==> config.mk <==
export PLATFORM = sky130hd
export DESIGN_NAME = uart_os_rx
export DESIGN_NICKNAME = d
export VERILOG_FILES = /design/src/rtl/uart_os_rx_pkg.sv /design/src/rtl/uart_os_rx_ctrl.sv /design/src/rtl/uart_os_rx_dp.sv /design/src/rtl/uart_os_rx.sv
export SDC_FILE = /design/constraint.sdc
export NUM_CORES = 1
export LEC_CHECK = 0
export ABC_AREA = 0
export ABC_CLOCK_PERIOD_IN_PS = 6200
export BUFFER_PORTS_ARGS = -buffer_cell sky130_fd_sc_hd__buf_4
export CORE_UTILIZATION = 40
export CTS_CLUSTER_DIAMETER = 40
export DETAILED_ROUTE_END_ITERATION = 12
export GPL_ROUTABILITY_DRIVEN = 0
export PLACE_DENSITY_LB_ADDON = 0.1
export SLEW_MARGIN = 5
export SYNTH_ARGS = -nofsm -noshare
export SYNTH_HDL_FRONTEND = slang
export SYNTH_HIERARCHICAL = 1
export SYNTH_SLANG_ARGS = --single-unit
==> constraint.sdc <==
create_clock -name clk -period 6.2 [get_ports clk]
set_input_delay 1.24 -clock clk [delete_from_list [all_inputs] [get_ports clk]]
set_output_delay 1.24 -clock clk [all_outputs]
set_load 0.01 [all_outputs]
==> src/rtl/uart_os_rx_pkg.sv <==
package uart_os_rx_pkg;

  typedef enum logic [2:0] {
    ST_WAITMARK,
    ST_IDLE,
    ST_START,
    ST_DATA,
    ST_PARITY,
    ST_STOP,
    ST_RESYNC
  } rxState_t;

  // strobes from the controller to the datapath
  typedef struct packed {
    logic shiftData;
    logic captureParity;
    logic loadChar;
    logic breakChar;
    logic dropReady;
    logic sampleVal;
  } rxStrobe_t;

endpackage

==> src/rtl/uart_os_rx_ctrl.sv <==
module uart_os_rx_ctrl
  import uart_os_rx_pkg::*;
#(
  parameter int DATA_W     = 8,
  parameter int MIN_LEN    = 5,
  parameter int OVERSAMPLE = 16,
  localparam int LEN_SEL_W = $clog2(DATA_W - MIN_LEN + 1)
) (
  input  logic                 clk,
  input  logic                 rstN,
  input  logic                 sampleTick,
  input  logic                 rxLine,
  input  logic                 rxEnable,
  input  logic                 carrierN,
  input  logic [LEN_SEL_W-1:0] charLen,
  input  logic                 parityEn,
  output rxStrobe_t            strb,
  output logic                 breakDet
);

  localparam int CW    = $clog2(OVERSAMPLE);
  localparam int BIT_W = $clog2(DATA_W);
  localparam logic [CW-1:0] LAST_TICK = CW'(OVERSAMPLE - 1);
  localparam logic [CW-1:0] HALF_TICK = CW'(OVERSAMPLE / 2 - 1);

  rxState_t         state;
  logic [CW-1:0]    cnt;
  logic [BIT_W-1:0] bitIdx;
  logic             sawMark;
  logic             active;
  logic             atEnd;
  logic [BIT_W-1:0] lastIdx;

  assign active  = rxEnable & ~carrierN;
  assign atEnd   = active & sampleTick & (cnt == LAST_TICK);
  assign lastIdx = BIT_W'(MIN_LEN - 1) + BIT_W'(charLen);

  always_ff @(posedge clk) begin
    if (!rstN) begin
      state    <= ST_WAITMARK;
      cnt      <= '0;
      bitIdx   <= '0;
      sawMark  <= 1'b0;
      breakDet <= 1'b0;
    end else if (!active) begin
      state <= ST_WAITMARK;
      cnt   <= '0;
    end else if (sampleTick) begin
      case (state)
        ST_WAITMARK: if (rxLine) begin
          state    <= ST_IDLE;
          breakDet <= 1'b0;
        end
        ST_IDLE: if (!rxLine) begin
          state <= ST_START;
          cnt   <= '0;
        end
        ST_START: begin
          if (cnt == HALF_TICK) begin
            cnt <= '0;
            if (rxLine) state <= ST_IDLE;
            else begin
              state   <= ST_DATA;
              bitIdx  <= '0;
              sawMark <= 1'b0;
            end
          end else cnt <= cnt + 1'b1;
        end
        ST_DATA: begin
          if (cnt == LAST_TICK) begin
            cnt     <= '0;
            sawMark <= sawMark | rxLine;
            if (bitIdx == lastIdx) state <= parityEn ? ST_PARITY : ST_STOP;
            else bitIdx <= bitIdx + 1'b1;
          end else cnt <= cnt + 1'b1;
        end
        ST_PARITY: begin
          if (cnt == LAST_TICK) begin
            cnt     <= '0;
            sawMark <= sawMark | rxLine;
            state   <= ST_STOP;
          end else cnt <= cnt + 1'b1;
        end
        ST_STOP: begin
          if (cnt == LAST_TICK) begin
            cnt <= '0;
            if (rxLine) state <= ST_IDLE;
            else if (!sawMark) begin
              breakDet <= 1'b1;
              state    <= ST_WAITMARK;
            end else state <= ST_RESYNC;
          end else cnt <= cnt + 1'b1;
        end
        ST_RESYNC: begin
          if (cnt == LAST_TICK) begin
            cnt <= '0;
            if (rxLine) state <= ST_IDLE;
            else begin
              state   <= ST_DATA;
              bitIdx  <= '0;
              sawMark <= 1'b0;
            end
          end else cnt <= cnt + 1'b1;
        end
        default: state <= ST_WAITMARK;
      endcase
    end
  end

  always_comb begin
    strb               = '0;
    strb.shiftData     = atEnd & (state == ST_DATA);
    strb.captureParity = atEnd & (state == ST_PARITY);
    strb.loadChar      = atEnd & (state == ST_STOP);
    strb.breakChar     = atEnd & (state == ST_STOP) & ~rxLine & ~sawMark;
    strb.dropReady     = ~active;
    strb.sampleVal     = rxLine;
  end


  inactive_hold_chk: assert property (@(posedge clk) disable iff (!rstN)
    !active |=> state == ST_WAITMARK);


  break_rise_chk: assert property (@(posedge clk) disable iff (!rstN)
    $rose(breakDet) |-> $past(strb.breakChar));

endmodule

==> src/rtl/uart_os_rx_dp.sv <==
module uart_os_rx_dp
  import uart_os_rx_pkg::*;
#(
  parameter int DATA_W  = 8,
  parameter int MIN_LEN = 5,
  localparam int LEN_SEL_W = $clog2(DATA_W - MIN_LEN + 1)
) (
  input  logic                 clk,
  input  logic                 rstN,
  input  rxStrobe_t            strb,
  input  logic [LEN_SEL_W-1:0] charLen,
  input  logic                 parityEn,
  input  logic                 parityOdd,
  input  logic                 readStrobe,
  output logic [DATA_W-1:0]    rxData,
  output logic                 rxReady,
  output logic                 parityErr,
  output logic                 framingErr,
  output logic                 overrunErr
);

  localparam int SH_W = $clog2(DATA_W + 1);

  logic [DATA_W-1:0] shiftReg;
  logic              parBit;
  logic [SH_W-1:0]   shAmt;
  logic [DATA_W-1:0] assembled;
  logic [DATA_W-1:0] validMask;

  assign shAmt     = SH_W'(DATA_W - MIN_LEN) - SH_W'(charLen);
  assign assembled = shiftReg >> shAmt;
  assign validMask = {DATA_W{1'b1}} >> shAmt;

  always_ff @(posedge clk) begin
    if (!rstN) begin
      shiftReg <= '0;
      parBit   <= 1'b0;
    end else begin
      if (strb.shiftData)     shiftReg <= {strb.sampleVal, shiftReg[DATA_W-1:1]};
      if (strb.captureParity) parBit   <= strb.sampleVal;
    end
  end

  always_ff @(posedge clk) begin
    if (!rstN) begin
      rxData     <= '0;
      rxReady    <= 1'b0;
      parityErr  <= 1'b0;
      framingErr <= 1'b0;
      overrunErr <= 1'b0;
    end else if (strb.loadChar) begin
      rxData     <= assembled;
      rxReady    <= 1'b1;
      parityErr  <= parityEn & ((^assembled) ^ parBit ^ parityOdd);
      framingErr <= ~strb.sampleVal;
      overrunErr <= rxReady & ~readStrobe;
    end else if (readStrobe || strb.dropReady) begin
      rxReady <= 1'b0;
    end
  end


  overrun_on_full_chk: assert property (@(posedge clk) disable iff (!rstN)
    strb.loadChar && rxReady && !readStrobe |=> overrunErr);


  read_clear_chk: assert property (@(posedge clk) disable iff (!rstN)
    readStrobe && !strb.loadChar |=> !rxReady);


  break_zero_chk: assert property (@(posedge clk) disable iff (!rstN)
    strb.loadChar && strb.breakChar |=> rxData == '0 && framingErr);


  high_bits_zero_chk: assert property (@(posedge clk) disable iff (!rstN)
    strb.loadChar |=> (rxData & ~$past(validMask)) == '0);

endmodule

==> src/rtl/uart_os_rx.sv <==
module uart_os_rx
  import uart_os_rx_pkg::*;
#(
  parameter int DATA_W     = 8,
  parameter int MIN_LEN    = 5,
  parameter int OVERSAMPLE = 16,
  localparam int LEN_SEL_W = $clog2(DATA_W - MIN_LEN + 1)
) (
  input  logic                 clk,
  input  logic                 rstN,
  input  logic                 sampleTick,
  input  logic                 rxLine,
  input  logic                 rxEnable,
  input  logic                 carrierN,
  input  logic [LEN_SEL_W-1:0] charLen,
  input  logic                 parityEn,
  input  logic                 parityOdd,
  input  logic                 readStrobe,
  output logic [DATA_W-1:0]    rxData,
  output logic                 rxReady,
  output logic                 parityErr,
  output logic                 framingErr,
  output logic                 overrunErr,
  output logic                 breakDet
);

  rxStrobe_t strb;

  uart_os_rx_ctrl #(
    .DATA_W(DATA_W), .MIN_LEN(MIN_LEN), .OVERSAMPLE(OVERSAMPLE)
  ) u_ctrl (
    .clk(clk), .rstN(rstN), .sampleTick(sampleTick), .rxLine(rxLine),
    .rxEnable(rxEnable), .carrierN(carrierN), .charLen(charLen),
    .parityEn(parityEn), .strb(strb), .breakDet(breakDet)
  );

  uart_os_rx_dp #(
    .DATA_W(DATA_W), .MIN_LEN(MIN_LEN)
  ) u_dp (
    .clk(clk), .rstN(rstN), .strb(strb), .charLen(charLen),
    .parityEn(parityEn), .parityOdd(parityOdd), .readStrobe(readStrobe),
    .rxData(rxData), .rxReady(rxReady), .parityErr(parityErr),
    .framingErr(framingErr), .overrunErr(overrunErr)
  );

endmodule

==> qor.txt, run 1 <==
Avg WL per Cell = 14.22 µm
Synth Net Count = 246
FF-to-FF path depth = 5
Layout Cells excl Fill = 312
hpwl dp = 3107 µm
Layout Nets = 258
n_diodes = 0
Fin Setup TNS = 0 ps
Tot GR Track Use = 18.21%
Startpoint Class = input port
crit-path leading delay family = simple AND/OR/NAND/NOR gates
Fin Hold WS = 471.7 ps
Post-synth EDFFs = 0
crit-path cells = buf_4 -> and3b_1 -> nand2_1 -> nor2_1 -> mux2i_1 -> nor2b_1
Setup Viol. Count Final = 0
Core Area = 0.004848 mm²
TritonCTS clock tree = yes
total number of vias = 1674
Worst path depth = 6
clk_lat worst skew = 280 ps
Die Span X = 73.87 µm
Die Height = 73.87 µm
Max-Cap Viols = 0
dominant synthesized flop cell = dfxtp_1
initial antenna violation count = 0
Buf/Inv on CP = 1
crit share post-route = 42.10%
gr ovfl total = 0
Tmin final = 2610 ps
Ys Warns = 6
1st-pass router iterations = 4
max-slew violations = 0
via/cell ratio = 5.365
Max Fclk = 383.1 MHz
leak pwr = 0.7790 nW
Worst Path Arrival = 2780 ps
CTS root buf = clkbuf_8
register area share after synthesis = 31.98%
CP max stage cell = nor2_1
Gate Count Post-Synth = 233
DRC violations left = 0
num rows = 25
global-route wire length before repair = 7376 µm
power per cell area = 173.8 mW/mm²
total number of H-tree levels = 2
post-cts hold buffer count = 0
Post-CTS Repair Setup Buffers = 0
synthesized area per cell = 8.866 µm²
Worst Skew = 4.700 ps
Placed Cells incl. Taps = 305
WHS Path Cells = 2
drt initial violations = 98
Post-Route WL = 4438 µm
CTS max path bufs = 2
I/O Pins = 24
RSZ-0062 raised after global routing = false
port buffer count = 23
Starting Density = 42.61%
clock sinks = 33
Crit path largest cell delay = 700 ps
cts repair resizes = 0
vias in the first global route = 1477
CTS buffer count = 5
CP max FO = 8
VDD IR max = 0.0001000 V
Final ANT Viol Nets = 0
die area = 0.005456 mm²
relative max-transition margin = 39.32%
largest net degree at the start of global routing = 27
Synth async-reset ratio = 0%
worst slew pin tran = 906.9 ps
Worst Hold Class = flip-flop to flip-flop
outcome = completed
CP required = 6370 ps
Syn Std Cell Area = 0.002066 mm²
critical setup path kind = input port to flip-flop
crit end category = flip-flop
Netlist cell types = 55
flops & latches, synth = 33
clock-pin transition on the worst setup and hold timing paths = 60 ps
area delta synth->final = 11.27%
final hold violations = 0
share of layout cells above drive strength 1 = 17.96%
==> power by group <==
| group | switching [mW] | internal (mW) | total, mW |
|---|---|---|---|
| clock | 0.0743 | 0.0880 | 0.162 |
| combinational | 0.0131 | 0.0113 | 0.0244 |
| sequential | 0.000564 | 0.212 | 0.213 |
| total | 0.0880 | 0.311 | 0.399 |
==> routing by layer <==
metal	up-vias	global-route usage [%]	part of all wire, %
li1	854	-	-
met1	784	27.24	54
met2	34	24.26	41
met3	2	5.761	4.3
met4	0	5.769	0.63
met5	-	0	0
==> path summary, 6_finish.rpt <==
kind / slack, ps / to / from
hold reg to reg: 470 / u_dp/parityErr$_SDFFE_PN0P_ / u_dp/parityErr$_SDFFE_PN0P_
hold / removal: 470 / u_dp/parityErr$_SDFFE_PN0P_ / u_dp/parityErr$_SDFFE_PN0P_
setup / recovery: 3590 / u_dp/shiftReg[7]$_SDFFE_PN0P_ / carrierN
setup reg to reg: 3990 / u_ctrl/state[1]$_SDFFE_PN0P_ / u_ctrl/state[2]$_SDFFE_PN0P_
==> tightest hold or removal path: stages (launching register included) <==
cell      delay (ps)
dfxtp_1          310
nand2b_1          60
a21boi_1          50
==> state kept, by name, indices dropped and copies added (netlist names) <==
register	flops
u_dp/parBit	1
u_dp/framingErr	1
u_dp/parityErr	1
u_dp/shiftReg	8
u_ctrl/bitIdx	3
u_dp/overrunErr	1
u_dp/rxReady	1
u_dp/rxData	8
u_ctrl/state	3
u_ctrl/sawMark	1
u_ctrl/cnt	4
u_ctrl/breakDet	1
==> cell usage in the layout (no fill, tap or decap), types with 2 or more instances in the layout <==
master / n
nor3_1: 4
nor2b_1: 16
a311o_1: 2
nor3b_1: 3
ha_1: 2
nand2b_1: 9
a21oi_1: 11
a21boi_0: 3
a211oi_1: 2
a31oi_1: 4
or2_2: 2
xnor2_1: 6
nor2_1: 7
buf_4: 24
inv_1: 6
dfxtp_1: 33
mux2i_1: 19
mux4_2: 3
nand3_1: 10
xnor3_1: 2
clkbuf_8: 6
o2111ai_1: 2
nand4_1: 3
nand2_1: 22
nand3b_1: 2
xor2_1: 3
o21ai_0: 11
==> cells in the mapped netlist, drive strengths merged (2+ instances only) <==
master | count | area [µm²]
nor3b | 3 | 22.52
nor2b | 16 | 100.1
a311o | 2 | 20.02
xnor3 | 2 | 45.04
mux4 | 3 | 67.56
nand4 | 3 | 18.77
a21boi | 4 | 30.03
nand2b | 9 | 56.30
inv | 6 | 22.52
dfxtp | 33 | 660.6
nor3 | 5 | 25.02
or2 | 2 | 12.51
or3 | 2 | 17.52
a31oi | 4 | 25.02
buf | 13 | 100.1
and3 | 2 | 13.77
a21oi | 12 | 63.81
nand3 | 10 | 50.05
mux2i | 20 | 212.7
nor2 | 7 | 26.28
nand2 | 22 | 82.58
xor2 | 3 | 26.28
o21ai | 11 | 55.05
o2111ai | 2 | 17.52
a211oi | 2 | 15.01
clkbuf | 6 | 22.52
xnor2 | 6 | 52.55
ha | 2 | 25.02
nand3b | 2 | 15.01
==> cells by family after synthesis <==
group	synth area share, %
AO/OA/AOI/OAI	15.93
XOR/XNOR	5.996
adder cells (fa/ha/maj)	1.211
buffers and inverters	7.026
flip-flops	31.98
multiplexers	14.11
AND/OR/NAND/NOR	23.74
==> per-stage QoR <==
step	area [µm²]	util, %	setup WS (ps)	power (mW)
after floorplan	2066	-	3563	0.2342
after global placement	2212	45.63	3321	0.2421
after detailed placement	2212	45.63	3290	0.2420
after CTS	2298	47.41	3605	0.4083
after global routing	2298	47.41	3509	0.4209
final	2298	47.41	3590	0.3994
==> cell type report <==
class | count | area (µm²)
inverters | 6 | 22.52
repair buffers | 24 | 180.2
multi-input cells | 175 | 1265
flip-flops and latches | 33 | 660.6
fillers | 490 | 2550
well taps | 67 | 83.83
clock buffers | 7 | 86.33
No activity file was read; power rests on OpenSTA's default activity.
==> run 2: changes to the inputs <==
ABC_CLOCK_PERIOD_IN_PS = 2650   (was 6200)
clock period = 2.65 ns   (was 6.2 ns; I/O delays follow)
==> run 2 against run 1 <==
Cell count up 1.6%. Sequential cell count unchanged. Routed wire length up 1.9%. Critical endpoint is now u_ctrl/state[1]$_SDFFE_PN0P_. Clock power up 130%. Register-to-register slack worse by 3400 ps. Non-clock buffer count up 4.
==> qor.txt, run 2 (same netlist as run 1, synthesis figures left out) <==
Final Util = 48.13% (+0.72 points)
drt initial violations = 67 (-32%)
leak pwr = 0.7916 nW (+1.6%)
Starting Density = 42.61% (unchanged)
clock-pin transition on the worst setup and hold timing paths = 70 ps (about the same)
CTS max path bufs = 2 (unchanged)
Final ANT Viol Nets = 0 (unchanged)
TritonCTS clock tree = yes
n_diodes = 0 (unchanged)
RSZ-0062 raised after global routing = false
r2r startpoint = u_ctrl/cnt[3]$_SDFFE_PN0P_
clock sinks = 33 (unchanged)
outcome = completed
total number of H-tree levels = 2 (unchanged)
Layout Nets = 262 (+1.6%)
Fin Setup TNS = 0 ps (unchanged)
CP max FO = 10 (+2)
Tmin final = 2092 ps
Setup Viol. Count Final = 0 (unchanged)
gr ovfl total = 0 (unchanged)
Worst Skew = 3.669 ps (-1.031 ps)
total number of vias = 1668 (-0.36%)
CP required = 2880 ps (-3490 ps)
largest net degree at the start of global routing = 27 (unchanged)
FF-to-FF path depth = 5 (unchanged)
commonest cells after routing, fill and taps aside = 33 x dfxtp_1, 28 x buf_4, 22 x nand2_1
Post-Route WL = 4522 µm (+1.9%)
min-delay src = u_ctrl/cnt[1]$_SDFFE_PN0P_
Post-CTS Repair Setup Buffers = 0 (unchanged)
vias in the first global route = 1515 (+2.6%)
share of layout cells above drive strength 1 = 20.00% (+2.0 points)
relative max-transition margin = 47.94% (+8.6 points)
Die Span X = 73.87 µm (unchanged)
port buffer count = 23 (unchanged)
Startpoint Class = flip-flop
power per cell area = 400.6 mW/mm² (+130%)
cts repair resizes = 0 (unchanged)
Tot GR Track Use = 18.32% (+0.11 points)
Worst Hold Class = flip-flop to flip-flop
Core Area = 0.004848 mm² (unchanged)
critical setup path kind = flip-flop to flip-flop
1st-pass router iterations = 4 (unchanged)
Avg WL per Cell = 14.26 µm (+0.29%)
crit end category = flip-flop
R2R Setup Slk = 560 ps (-3430 ps)
commonest non-fill, non-tap cell in the layout = dfxtp_1
area delta synth->final = 12.96%
Hold Path End = u_ctrl/cnt[1]$_SDFFE_PN0P_
CTS buffer count = 5 (unchanged)
DRC violations left = 0 (unchanged)
final hold violations = 0 (unchanged)
hpwl dp = 3264 µm (+5.1%)
Layout Cells excl Fill = 317 (+1.6%)
Max Fclk = 477.9 MHz
num rows = 25 (unchanged)
VDD IR max = 0.0002445 V (+140%)
WHS Path Cells = 2 (unchanged)
Storage cell area = 660.6 µm² (unchanged)
crit share post-route = 78.96%
max-slew violations = 0 (unchanged)
CTS root buf = clkbuf_8
Placed Cells incl. Taps = 309 (+1.3%)
clk_lat worst skew = 280 ps (about the same)
initial antenna violation count = 0 (unchanged)
largest registers = u_dp/rxData: 8 flops, u_dp/shiftReg: 8 flops, u_ctrl/cnt: 4 flops
Reg-to-Reg End = u_ctrl/state[1]$_SDFFE_PN0P_
Max-Cap Viols = 0 (unchanged)
fillcell total = 488 (-0.41%)
post-cts hold buffer count = 0 (unchanged)
worst slew pin tran = 768.8 ps (-138.1 ps)
die area = 0.005456 mm² (unchanged)
global-route wire length before repair = 7493 µm (+1.6%)
multi-input logic area = 0.001265 mm² (unchanged)
via/cell ratio = 5.262 (-1.9%)
Worst Path Arrival = 2320 ps (-460 ps)
Die Height = 73.87 µm (unchanged)
I/O Pins = 24 (unchanged)
-- run 2: critical path: stages (launching register included) --
cell and delay (ps):
dfxtp_1 410, or3_4 420, a221o_1 320, a311o_1 430, a311o_1 360, a21oi_2 100
-- run 2: worst max path at each step --
stage	start	to	cells after the start
2_1_floorplan	u_ctrl/cnt[3]$_SDFFE_PN0P_	u_ctrl/state[1]$_SDFFE_PN0P_	6
3_3_place_gp	charLen[0]	u_dp/parityErr$_SDFFE_PN0P_	6
3_5_place_dp	charLen[0]	u_dp/parityErr$_SDFFE_PN0P_	6
4_1_cts	u_ctrl/cnt[3]$_SDFFE_PN0P_	u_ctrl/state[1]$_SDFFE_PN0P_	5
5_1_grt	u_ctrl/cnt[0]$_SDFFE_PN0P_	u_dp/rxData[7]$_SDFFE_PN0P_	7
6_report	u_ctrl/cnt[3]$_SDFFE_PN0P_	u_ctrl/state[1]$_SDFFE_PN0P_	5
-- run 2: layout make-up --
cell class,count,area share (%)
multi-input combinational,175,54.21
sequential,33,28.31
timing repair buffer,28,9.008
tap,67,3.592
clock buffer,5,2.949
clock inverter,3,0.9651
inverter,6,0.9651
-- run 2: metrics by stage --
step           hold slack, ps  worst slack, ps  area [µm²]  power (mW)
2_1_floorplan           449.2            640.3        2066      0.5478
3_3_place_gp            463.1            523.5        2242      0.5668
3_5_place_dp            466.7            508.5        2242      0.5664
4_1_cts                 476.3            560.0        2333      0.9514
5_1_grt                 507.5            379.5        2333      0.9716
6_report                472.0            557.6        2333      0.9349
-- run 2: power breakdown --
group	switching, mW	total [mW]	internal (mW)
Clock	0.196	0.380	0.184
Combinational	0.0309	0.0578	0.0268
Sequential	0.00103	0.497	0.496
Total	0.228	0.935	0.707
-- run 2: layer usage --
layer | wire (µm) | share of wire [%] | vias up | GRT usage (%)
met2 | 1820 | 40 | 35 | 25.79
met4 | 53 | 1.2 | 0 | 6.410
met5 | 0 | 0 | - | 0
met3 | 225 | 5.0 | 7 | 3.978
li1 | - | - | 865 | -
met1 | 2422 | 54 | 761 | 27.22
==> run 3: changes to the inputs <==
ABC_AREA = 1   (was 0)
ABC_CLOCK_PERIOD_IN_PS = 1800   (was 2650)
clock period = 1.8 ns   (was 2.65 ns; I/O delays follow)
==> run 3 against run 2 <==
Sequential cell count did not move. First-iteration DRC count rose by 48%. Global-route usage rose by 0.98 points. Largest cell class unchanged. Non-clock buffer count fell by 1. Total power rose by 63%. Worst hold slack got worse by 130 ps. Critical endpoint is now u_dp/rxData[5]$_SDFFE_PN0P_. Sequential power rose by 48%. Critical path depth rose by 3. Sequential share of layout area fell by 1.6 points. Via count rose by 25%. Critical path type unchanged. Fmax rose by 30%. Routed wire length rose by 8.4%.
==> qor.txt, run 3 <==
clk_lat worst skew = 290 ps (about the same)
clock sinks = 33 (unchanged)
CTS root buf = clkbuf_8
Synth Net Count = 350 (+42%)
Highest Signal Layer = met4
Starting Density = 41.72% (-0.88 points)
n_diodes = 0 (unchanged)
via/cell ratio = 4.847 (-7.9%)
Setup Viol. Count Final = 0 (unchanged)
Syn Std Cell Area = 0.002145 mm² (+3.8%)
top cell type's share of synthesized area = 30.81% (-1.2 points)
Buf/Inv on CP = 2 (+2)
drt initial violations = 99 (+48%)
Tmin final = 1613 ps (-479.8 ps)
leak pwr = 1.182 nW (+49%)
Avg WL per Cell = 11.37 µm (-20%)
relative max-transition margin = 72.09% (+24 points)
Synth top cells by count = 97 x nand2_1, 38 x inv_1, 35 x nand3_1, 33 x dfxtp_1
initial antenna violation count = 0 (unchanged)
num rows = 26 (+4.0%)
fillcell total = 555 (+14%)
largest registers = u_dp/rxData: 8 flops, u_dp/shiftReg: 8 flops, u_ctrl/cnt: 4 flops
1st-pass router iterations = 4 (unchanged)
Post-synth EDFFs = 0 (unchanged)
Crit path largest cell delay = 380 ps (-50 ps)
Worst path depth = 8 (+3)
Post-Route WL = 4901 µm (+8.4%)
vias in the first global route = 1851 (+22%)
logic gate share of total power = 10.1% (+3.9 points)
met1 WL = 2273 µm (-6.2%)
CTS buffer count = 5 (unchanged)
CTS max path bufs = 2 (unchanged)
crit share post-route = 89.59% (+11 points)
largest net degree at the start of global routing = 25 (-7.4%)
register area share after synthesis = 30.81% (-1.2 points)
flops & latches, synth = 33 (unchanged)
post-synth top area cell = dfxtp_1
gr ovfl total = 0 (unchanged)
commonest non-fill, non-tap cell in the layout = nand2_1
most frequent cell after synthesis = nand2_1
internal power = 1.131 mW (+60%)
port buffer count = 23 (unchanged)
Netlist cell types = 29 (-47%)
outcome = completed
power per cell area = 617.1 mW/mm² (+54%)
crit-path leading delay family = flip-flops
Max-Cap Viols = 0 (unchanged)
Worst Skew = 8.308 ps (+4.639 ps)
CP required = 2020 ps (-860 ps)
VDD IR max = 0.0002953 V (+21%)
die area = 0.005658 mm² (+3.7%)
post-cts hold buffer count = 0 (unchanged)
met3 wire len = 185 µm (-18%)
Fin Setup TNS = 0 ps (unchanged)
DRC violations left = 0 (unchanged)
FF-to-FF path depth = 8 (+3)
global-route wire length before repair = 8231 µm (+9.8%)
synth top area cells = dfxtp_1 31%, nand2_1 17%, nand3_1 8.2%
Max Fclk = 620.1 MHz (+30%)
clock-pin transition on the worst setup and hold timing paths = 70 ps (about the same)
Post-CTS Repair Setup Buffers = 0 (unchanged)
hpwl dp = 3615 µm (+11%)
Die Height = 75.22 µm (+1.8%)
total number of H-tree levels = 2 (unchanged)
Sw Ratio = 25.86% (+1.5 points)
Die Span X = 75.22 µm (+1.8%)
commonest cells after routing, fill and taps aside = 97 x nand2_1, 38 x inv_1, 35 x nand3_1
Core Area = 0.005140 mm² (+6.0%)
TritonCTS clock tree = yes
synthesized area per cell = 6.364 µm² (-28%)
Ys Warns = 6 (unchanged)
Worst Path Arrival = 1830 ps (-490 ps)
RSZ-0062 raised after global routing = false
net switching power = 0.3943 mW (+73%)
CP max FO = 22 (+12)
routed wl met2 = 2322 µm (+28%)
critical setup path kind = flip-flop to flip-flop
clock share of power = 41.8% (+1.1 points)
I/O Pins = 24 (unchanged)
Worst Hold Class = input port to flip-flop
area delta synth->final = 15.23%
Placed Cells incl. Taps = 423 (+37%)
Startpoint Class = flip-flop
Final ANT Viol Nets = 0 (unchanged)
Tot GR Track Use = 19.31% (+0.98 points)
max-slew violations = 0 (unchanged)
Layout Cells excl Fill = 431 (+36%)
WHS Path Cells = 2 (unchanged)
CP max stage cell = dfxtp_1
cts repair resizes = 0 (unchanged)
total number of vias = 2089 (+25%)
Synth async-reset ratio = 0% (unchanged)
share of layout cells above drive strength 1 = 18.01% (-2.0 points)
Reg power frac = 48.1% (-5.0 points)
Gate Count Post-Synth = 337 (+45%)
Final Util = 48.08% (-0.052 points)
crit end category = flip-flop
crit-path cells = ha_2 -> nand3_4 -> inv_1 -> nand2_1 -> nor2_2 -> buf_12 -> o21ai_0 -> a21oi_1
worst slew pin tran = 418.0 ps (-350.7 ps)
dominant synthesized flop cell = dfxtp_1
Layout Nets = 373 (+42%)
final hold violations = 0 (unchanged)
==> run 3: final timing paths <==
check / slack (ps) / to / from
min: 340 / u_dp/framingErr$_SDFFE_PN0P_ / rxLine
max: 190 / u_dp/rxData[5]$_SDFFE_PN0P_ / u_ctrl/cnt[0]$_SDFFE_PN0P_
max reg2reg: 190 / u_dp/rxData[5]$_SDFFE_PN0P_ / u_ctrl/cnt[0]$_SDFFE_PN0P_
min reg2reg: 470 / u_dp/parityErr$_SDFFE_PN0P_ / u_dp/parityErr$_SDFFE_PN0P_
==> run 3: metrics by stage <==
step           cell area [µm²]  total power, mW  setup slack, ps  hold slack, ps
2_1_floorplan             2145           0.8619            140.7           462.7
3_3_place_gp              2367           0.9034            143.9           468.6
3_5_place_dp              2367           0.9047            145.3           467.1
4_1_cts                   2469            1.548            129.0           328.3
5_1_grt                   2471            1.603            34.32           344.2
6_report                  2471            1.525            187.4           338.7
==> run 3: cells by family after synthesis <==
kind of cell    share of synthesized area, %
fa+ha+maj                              1.167
xor+xnor                              0.8170
flops                                  30.80
buf+inv                                11.55
compound gates                         14.00
simple gates                           41.66
==> run 3: final cells by class <==
cell class	instances	area, µm²	share of cell area, %
Clock inverter	1	5.005	0.2025
Timing Repair Buffer	27	215.2	8.709
Tap cell	70	87.58	3.544
Sequential cell	33	660.6	26.73
Clock buffer	7	96.34	3.899
Inverter	44	167.7	6.785
Multi-Input combinational cell	249	1239	50.13
==> run 3: layer usage <==
layer	track usage, %	vias up
met4	8.230	0
met1	23.91	921
met3	5.087	10
met5	0	-
met2	31.73	34
li1	-	1124
==> run 3: power groups by stage <==
stage | registers, mW | logic, mW | clock network (mW)
floorplan | 0.749 | 0.113 | 0
global placement | 0.750 | 0.153 | 0
detailed placement | 0.751 | 0.154 | 0
CTS | 0.733 | 0.155 | 0.660
global route | 0.733 | 0.178 | 0.692
finish | 0.734 | 0.154 | 0.637
